--- src/rtl/nibx_pkg.sv ---
package nibx_pkg;
    typedef enum logic {
        PH_LOW  = 1'b0,
        PH_HIGH = 1'b1
    } nib_phase_t;
endpackage

--- src/rtl/nibx_fifo.sv ---
module nibx_fifo #(
    parameter int W     = 8,
    parameter int DEPTH = 16
) (
    input  logic         clk,
    input  logic         rst,
    input  logic         push,
    input  logic         pop,
    input  logic [W-1:0] din,
    output logic [W-1:0] dout,
    output logic         full,
    output logic         empty
);
    localparam int AW = (DEPTH > 1) ? $clog2(DEPTH) : 1;
    localparam int CW = $clog2(DEPTH + 1);
    localparam logic [AW-1:0] LAST = AW'(DEPTH - 1);

    logic [W-1:0]  mem [DEPTH];
    logic [AW-1:0] wr_ptr, rd_ptr, wr_nxt, rd_nxt;
    logic [CW-1:0] count;

    generate
        if ((1 << AW) == DEPTH) begin : g_pow2
            assign wr_nxt = wr_ptr + 1'b1;
            assign rd_nxt = rd_ptr + 1'b1;
        end else begin : g_wrap
            assign wr_nxt = (wr_ptr == LAST) ? '0 : wr_ptr + 1'b1;
            assign rd_nxt = (rd_ptr == LAST) ? '0 : rd_ptr + 1'b1;
        end
    endgenerate

    always_ff @(posedge clk) begin
        if (push) mem[wr_ptr] <= din;
    end

    always_ff @(posedge clk) begin
        if (rst) begin
            wr_ptr <= '0;
            rd_ptr <= '0;
            count  <= '0;
        end else begin
            if (push) wr_ptr <= wr_nxt;
            if (pop)  rd_ptr <= rd_nxt;
            unique case ({push, pop})
                2'b10:   count <= count + 1'b1;
                2'b01:   count <= count - 1'b1;
                default: count <= count;
            endcase
        end
    end

    assign dout  = mem[rd_ptr];
    assign full  = (count == CW'(DEPTH));
    assign empty = (count == '0);
endmodule

--- src/rtl/nibx_phase_fsm.sv ---
module nibx_phase_fsm
    import nibx_pkg::*;
#(
    parameter int W = 8
) (
    input  logic         clk,
    input  logic         rst,
    input  logic         stb,
    input  logic         empty,
    input  logic [W-1:0] head,
    output logic         out_valid,
    output logic [W-1:0] out_data,
    output logic         pop
);
    localparam int HALF = W / 2;

    nib_phase_t state, state_nxt;
    logic emit;

    assign emit = stb && !empty;

    always_ff @(posedge clk) begin
        if (rst) state <= PH_LOW;
        else     state <= state_nxt;
    end

    always_comb begin
        state_nxt = state;
        unique case (state)
            PH_LOW:  if (emit) state_nxt = PH_HIGH;
            PH_HIGH: if (emit) state_nxt = PH_LOW;
            default: state_nxt = PH_LOW;
        endcase
    end

    always_comb begin
        out_valid = 1'b0;
        out_data  = '0;
        pop       = 1'b0;
        unique case (state)
            PH_LOW: begin
                if (emit) begin
                    out_valid = 1'b1;
                    out_data  = {{(W-HALF){1'b0}}, head[HALF-1:0]};
                end
            end
            PH_HIGH: begin
                if (emit) begin
                    out_valid = 1'b1;
                    out_data  = {{HALF{1'b0}}, head[W-1:HALF]};
                    pop       = 1'b1;
                end
            end
            default: ;
        endcase
    end
endmodule

--- src/rtl/nibx_overflow.sv ---
module nibx_overflow (
    input  logic clk,
    input  logic rst,
    input  logic offer,
    input  logic full,
    output logic flag
);
    always_ff @(posedge clk) begin
        if (rst)                flag <= 1'b0;
        else if (offer && full) flag <= 1'b1;
    end
endmodule

--- src/rtl/nibble_expander.sv ---
module nibble_expander #(
    parameter int W     = 8,
    parameter int DEPTH = 16
) (
    input  logic         clk,
    input  logic         rst,
    input  logic         stb,
    input  logic         in_valid,
    input  logic [W-1:0] in_data,
    output logic         in_ready,
    output logic         out_valid,
    output logic [W-1:0] out_data,
    output logic         overflow
);
    logic         full_w, empty_w, pop_w, push_w, offer_w;
    logic [W-1:0] head_w;

    assign offer_w  = stb && in_valid;
    assign push_w   = offer_w && !full_w;
    assign in_ready = !full_w;

    nibx_fifo #(.W(W), .DEPTH(DEPTH)) u_fifo (
        .clk(clk), .rst(rst), .push(push_w), .pop(pop_w),
        .din(in_data), .dout(head_w), .full(full_w), .empty(empty_w)
    );

    nibx_phase_fsm #(.W(W)) u_fsm (
        .clk(clk), .rst(rst), .stb(stb), .empty(empty_w), .head(head_w),
        .out_valid(out_valid), .out_data(out_data), .pop(pop_w)
    );

    nibx_overflow u_ovf (
        .clk(clk), .rst(rst), .offer(offer_w), .full(full_w), .flag(overflow)
    );
endmodule

--- config.mk ---
export PLATFORM = sky130hd
export DESIGN_NAME = nibble_expander
export DESIGN_NICKNAME = d
export VERILOG_FILES = /design/src/rtl/nibx_pkg.sv /design/src/rtl/nibx_fifo.sv /design/src/rtl/nibx_phase_fsm.sv /design/src/rtl/nibx_overflow.sv /design/src/rtl/nibble_expander.sv
export SDC_FILE = /design/constraint.sdc
export NUM_CORES = 1
export LEC_CHECK = 0
export CAP_MARGIN = 15
export CORE_MARGIN = 2
export CORE_UTILIZATION = 57
export CTS_BUF_LIST = sky130_fd_sc_hd__clkbuf_2
export CTS_CLUSTER_DIAMETER = 80
export CTS_CLUSTER_SIZE = 10
export DETAILED_ROUTE_END_ITERATION = 12
export PLACE_DENSITY = 0.78
export RECOVER_POWER = 100
export SLEW_MARGIN = 20
export SYNTH_ARGS = -nofsm -noshare
export SYNTH_HDL_FRONTEND = slang
export SYNTH_HIERARCHICAL = 1
export SYNTH_SLANG_ARGS = --single-unit
--- constraint.sdc ---
create_clock -name clk -period 3.18 [get_ports clk]
set_input_delay 0.477 -clock clk [delete_from_list [all_inputs] [get_ports clk]]
set_output_delay 0.477 -clock clk [all_outputs]
set_load 0.02 [all_outputs]
Yosys cells after proc, flatten, opt, wreduce, memory -nomap -nowiden
Memories as Yosys holds them, arrays and structs flattened. A register that Yosys moved wholly into a read port is not among the register bits.
Index checks and enable logic that the tools add are counted.
{ "op_classes": {"n_lt_le_gt_ge": 0, "n_eq_ne": 3, "shift": 0, "mux": 12, "multipliers": 0, "n_addsub": 4, "n_bitwise": 1, "div": 0, "reduce_logical": 8} }
{ "op_table": {"columns": ["cell", "count"], "rows": [
  ["$mux W4", 4],
  ["$pmux W8 S2", 1],
  ["$pmux W5 S2", 1],
  ["$add A4 B1 Y4 const B", 2],
  ["$add A5 B1 Y5 const B", 1],
  ["$eq A5 B5 Y1 const B", 1],
  ["$logic_not A5 Y1", 1],
  ["$mux W1", 5],
  ["$sub A5 B1 Y5 const B", 1],
  ["$logic_and A1 B1 Y1", 4],
  ["$eq A2 B1 Y1 const B", 1],
  ["$eq A2 B2 Y1 const B", 1],
  ["$logic_not A1 Y1", 2],
  ["$pmux W1 S2", 1],
  ["$reduce_bool A2 Y1", 1],
  ["$not A1 Y1", 1]
]} }
{ "word_totals": {"latchBits": 0, "memories": 1, "elab_cells": 34, "mem_bits_ro": 0, "register_bits": 15, "mem_bits_rw": 128, "inputBits": 12} }
{ "memory_table": {"columns": ["memory", "depth", "width", "read_ports", "rd_clocked_by_memory_dff", "write_ports", "line_no", "source"], "rows": [
  ["u_fifo.mem", 16, 8, 1, 1, 1, "nibx_fifo.sv:18", "logic [W-1:0] mem [DEPTH];"]
]} }

Longest topological paths before layout
{ "logic_depth": {"depth_word": 7, "mapped_depth": 13, "depth_no_buf": 12} }

Hierarchy
The synthesis kept the hierarchy.
{ "modules_own_cells": {"columns": ["module", "seq_area_each_um2", "cells_each", "n_inst", "area_per_inst_um2"], "rows": [
  ["nibx_fifo", 4184.0, 313, 1, 5814.3],
  ["nibx_phase_fsm", 20.0, 21, 1, 176.4],
  ["nibx_overflow", 20.0, 3, 1, 28.8],
  ["nibble_expander", 0.0, 3, 1, 18.8]
]} }

Worst setup path after synthesis
Ideal clock, no wire load.
{ "synth_path": {"kind": "register to register", "from": "register u_fifo.count[1]", "to": "register u_fifo.count[4]", "synth_period_minus_slack_ns": 2.981, "required_ns": 3.118, "stages_incl_launch_ff": 14, "arrival_ns": 2.919, "setup_ns": 0.062, "path_buffers": 2, "setup_slack_ns": 0.199, "path_cell_list": "dfxtp_1 -> or4_1 -> nor2_1 -> and3b_1 -> clkbuf_1 -> inv_1 -> ha_1 -> buf_6 -> xor2_1 -> ha_1 -> a21oi_2 -> a221oi_2 -> or4b_1 -> nand3_1"} }
{ "synth_rtl": {"columns": ["element", "line_no", "source"], "rows": [
  ["from (decl)", "nibx_fifo.sv:20", "logic [CW-1:0] count;"],
  ["from (signal assigned)", "nibx_fifo.sv:45", "2'b10: count <= count + 1'b1;"],
  ["from (signal assigned)", "nibx_fifo.sv:46", "2'b01: count <= count - 1'b1;"],
  ["from (signal assigned)", "nibx_fifo.sv:47", "default: count <= count;"],
  ["$eq A5 B5 Y1 *", "nibx_fifo.sv:53", "assign full = (count == CW'(DEPTH));"],
  ["via full_w", "nibble_expander.sv:15", "logic full_w, empty_w, pop_w, push_w, offer_w;"],
  ["$logic_not A1 Y1 *", "nibble_expander.sv:19", "assign push_w = offer_w && !full_w;"],
  ["$logic_and A1 B1 Y1 *", "nibble_expander.sv:19", null],
  ["via push_w", "nibble_expander.sv:15", null],
  ["$eq A2 B1 Y1 or $eq A2 B2 Y1 (tied branches)", "nibx_fifo.sv:44", "unique case ({push, pop})"],
  ["$pmux W5 S2 or $reduce_bool A2 Y1 (tied branches)", null, null]
]} }
Mark *: on every way through the listed nets, which the timed path passes. The rest lies on a longest branch.
A chain may end at the register's enable or synchronous reset.

==> impl_summary.log <==
INFO  metric status = completed
INFO  metric min_period_over_period = 97.8%
INFO  metric hold_path_class = flip-flop to flip-flop
INFO  metric timing_worst_slew_pin_value = 864 ps
INFO  metric die_y = 107 um
INFO  metric regToRegStartpoint = u_fifo/count[0]
INFO  metric first_iter_violations = 195
INFO  metric setup.worst_path.class = flip-flop to output port
INFO  metric cts-buffers-inserted = 17
INFO  metric finClkSkew = 34.5 ps
INFO  metric slew_violations = 0
INFO  metric drt.antenna.violating_nets = 0
INFO  metric pwr-share-comb = 17.8%
INFO  metric switching_power = 1.12 mW
INFO  metric clkLatencyLatePin = 670 ps
INFO  metric netlist-cell-type-count = 45
INFO  metric period_minus_slack = 3110 ps
INFO  metric core-area = 10,300 um^2
INFO  metric postSynthCellCount = 340
INFO  metric cap_viol_max_count = 0
INFO  metric synthesized_area_divided_by_synthesized_cell_count = 17.8 um^2
INFO  metric synth_top_area_share = 63.7%
INFO  metric endpoint_kind = output port
INFO  metric ys_seq_area_share = 70.0%
INFO  metric hpwl = 6770 um
INFO  metric via_per_inst = 5.97
INFO  metric globalRouteOverflowTotal = 0
INFO  metric clock-sinks = 147
INFO  metric warning_count_from_the_yosys_run = 6
INFO  metric via_count_of_the_first_global_routing_pass = 3,193
INFO  metric routed-via-count = 3,106
INFO  metric grt_pass1_wl = 17,700 um
INFO  metric yosys-top-cells-area = sky130_fd_sc_hd__edfxtp_1, sky130_fd_sc_hd__mux4_2, sky130_fd_sc_hd__dfxtp_1
INFO  metric final_layout_size_suffix_gt1_share = 25.5%
INFO  metric worst_slew_margin_rel = 42.2%
INFO  metric sequentialPowerShare = 53.3%
INFO  metric mostFrequentLayoutCells = sky130_fd_sc_hd__edfxtp_1, sky130_fd_sc_hd__mux4_2, sky130_fd_sc_hd__nor2_1
INFO  metric power.density_cell_area = 617 nW/um^2
INFO  metric synth-async-reset-ratio = 0%
INFO  metric ys.flop_type = sky130_fd_sc_hd__edfxtp_1
INFO  metric worst_hold_slack = 511 ps
INFO  metric start_util = 58.5%
INFO  metric wl = 11,400 um
INFO  metric crit_slowest_cell = sky130_fd_sc_hd__mux4_2
INFO  metric remaining_drc_errors = 0
INFO  metric clk_transition_reported_paths = 220 ps
INFO  metric grt_start_max_net_pins = 33
INFO  metric gp_congestion = 0.780
INFO  metric antenna_cells_inserted = 0
INFO  metric max_clock_freq = 322 MHz
INFO  metric number_of_buffers_on_the_longest_clock_path = 2
INFO  metric critical_path_data_arrival_time = 2630 ps
INFO  metric fp-row-count = 37
INFO  metric ioPinCount = 23
INFO  metric finalHoldViolations = 0
INFO  metric critical_path.max_fanout = 8
INFO  metric antenna_found_initial = 0
INFO  metric unrepaired_setup_endpoints_after_global_routing = true
INFO  metric final-setup-viol-count = 0
INFO  metric synth-seq-cells = 147
INFO  metric synth_edf_count = 128
INFO  metric clock_tree.htree_level_count = 4
INFO  metric finalCoreUtilization = 65.6%
INFO  metric worstPathCellList = buf_12 > mux4_2 > a22oi_2 > nand2_1 > mux2i_2 > nor2_1 > buf_2
INFO  metric flow.area_growth_from_synthesis = 12.1%
INFO  metric routedWlPerCell = 21.9 um
INFO  metric first_drt_pass_iteration_count = 4
INFO  metric hp-start = u_ovf/flag
INFO  metric die_x = 107 um
INFO  metric pwr-share-clk = 28.9%
INFO  metric leakagePower = 2.21 nW
INFO  metric vdd_ir_drop_max = 0.432 mV
INFO  metric groute.usage.overall = 21.9%
INFO  metric critical_path.n_buffers_inverters = 2
INFO  metric final_net_count = 392
INFO  metric syn_area = 6040 um^2
INFO  metric synthDominantAreaCellType = sky130_fd_sc_hd__edfxtp_1
INFO  metric crit_path_max_incr_delay = 520 ps
INFO  metric cts_tree = done
INFO  metric worst-endpoint-required = 2700 ps
INFO  metric layout.cells.most_common = sky130_fd_sc_hd__edfxtp_1
INFO  metric die_area = 11,400 um^2
INFO  metric internal_power = 3.06 mW
INFO  metric swShare = 26.7%
INFO  metric cpLargestDelayFamily = multiplexers
INFO  metric io_buffer_count = 18
INFO  metric cp-start-kind = flip-flop
INFO  metric cts.root.buffer_cell = sky130_fd_sc_hd__clkbuf_2
[path summary, 6_finish.rpt]
path / end / slack, ps / cells after the start
worst max-delay path: out_data[0] / 70 / 7
worst max register to register: u_fifo/count[4] / 160 / 11
worst min register to register: u_ovf/flag / 510 / 2
worst min-delay path: u_ovf/flag / 510 / 2
[power groups by stage]
stage | logic (mW) | registers (mW) | clock network (mW)
detailed placement | 0.697 | 2.25 | 0
global placement | 0.683 | 2.25 | 0
floorplan | 0.537 | 2.23 | 0
global route | 0.815 | 2.23 | 1.30
finish | 0.744 | 2.23 | 1.21
CTS | 0.739 | 2.23 | 1.23
[layer usage]
layer / GRT usage, % / share of wire [%] / routed length (um) / vias up
met4: 8.16 / 2.0 / 225 / 0
met5: 0 / 0 / 0 / -
met1: 29.9 / 43 / 4880 / 1581
met2: 34.4 / 49 / 5590 / 112
met3: 5.59 / 6.2 / 707 / 17
li1: - / - / - / 1396
[sequential cells by signal, summed over array words and instances, names as in the netlist, named ones only]
name / count
u_fifo/mem: 128
u_fifo/count: 5
u_fifo/rd_ptr: 4
u_fifo/wr_ptr: 4
u_ovf/flag: 1
u_fsm/state: 1
[cell type report]
type                       count  area [um^2]
inverter                       7         26.3
clock buffer                  18         90.1
multi-input combinational    169         1720
timing repair buffer          29          333
sequential                   147         4230
fill                         675         3550
tap                          136          170
clock inverter                14          199
[kinds of logic after synthesis]
kind of cell	count (synthesis)	synth area share (%)
fa+ha+maj	9	1.86
compound gates	25	3.11
simple gates	82	7.56
flops	147	70.0
other cells	1	0.0621
mux	40	13.3
buf+inv	27	2.80
xor+xnor	9	1.31
[synth_stat cells, types with 2 or more instances]
cell / number
sky130_fd_sc_hd__dfxtp_1: 19
sky130_fd_sc_hd__mux4_2: 32
sky130_fd_sc_hd__buf_6: 5
sky130_fd_sc_hd__buf_4: 5
sky130_fd_sc_hd__a21oi_1: 2
sky130_fd_sc_hd__nor3b_1: 3
sky130_fd_sc_hd__xnor2_1: 3
sky130_fd_sc_hd__nand3_1: 2
sky130_fd_sc_hd__nand2_1: 15
sky130_fd_sc_hd__mux2i_1: 7
sky130_fd_sc_hd__o21ai_0: 2
sky130_fd_sc_hd__clkbuf_1: 3
sky130_fd_sc_hd__nor2_1: 22
sky130_fd_sc_hd__nand4_1: 3
sky130_fd_sc_hd__edfxtp_1: 128
sky130_fd_sc_hd__ha_1: 9
sky130_fd_sc_hd__nor3_1: 3
sky130_fd_sc_hd__buf_1: 5
sky130_fd_sc_hd__a22oi_1: 16
sky130_fd_sc_hd__or4_1: 2
sky130_fd_sc_hd__inv_1: 6
sky130_fd_sc_hd__nor2b_1: 2
sky130_fd_sc_hd__and2_1: 19
sky130_fd_sc_hd__xor2_1: 6
[through the flow]
stage               setup slack, ps  power [mW]  instances  TNS [ps]  instance area (um^2)
floorplan                       199        2.77        343         0                  6050
global placement                211        2.93        484         0                  6340
detailed placement             77.1        2.95        484         0                  6340
CTS                           -42.1        4.20        519     -46.1                  6720
global route                  -74.1        4.35        520      -241                  6770
finish                         70.5        4.18        520         0                  6770
[worst register-to-register path, cell delays in order, from the launching register on]
cell	delay (ps)
sky130_fd_sc_hd__dfxtp_1	400
sky130_fd_sc_hd__or4_1	570
sky130_fd_sc_hd__nor2_1	180
sky130_fd_sc_hd__and3b_1	210
sky130_fd_sc_hd__inv_1	150
sky130_fd_sc_hd__ha_4	220
sky130_fd_sc_hd__xor2_1	170
sky130_fd_sc_hd__ha_1	210
sky130_fd_sc_hd__a21oi_2	60
sky130_fd_sc_hd__a221oi_2	280
sky130_fd_sc_hd__or4b_1	460
sky130_fd_sc_hd__nand3_1	90
[timing repair]
action / in CTS / in global routing
cloned: 3 / 0
setup endpoints to repair: 4 / 5
pin swaps: 5 / 4
resized for setup: 26 / 11
hold buffers: 0 / 0
buffers inserted: 0 / 1
Power figures use the tool's default switching activity.
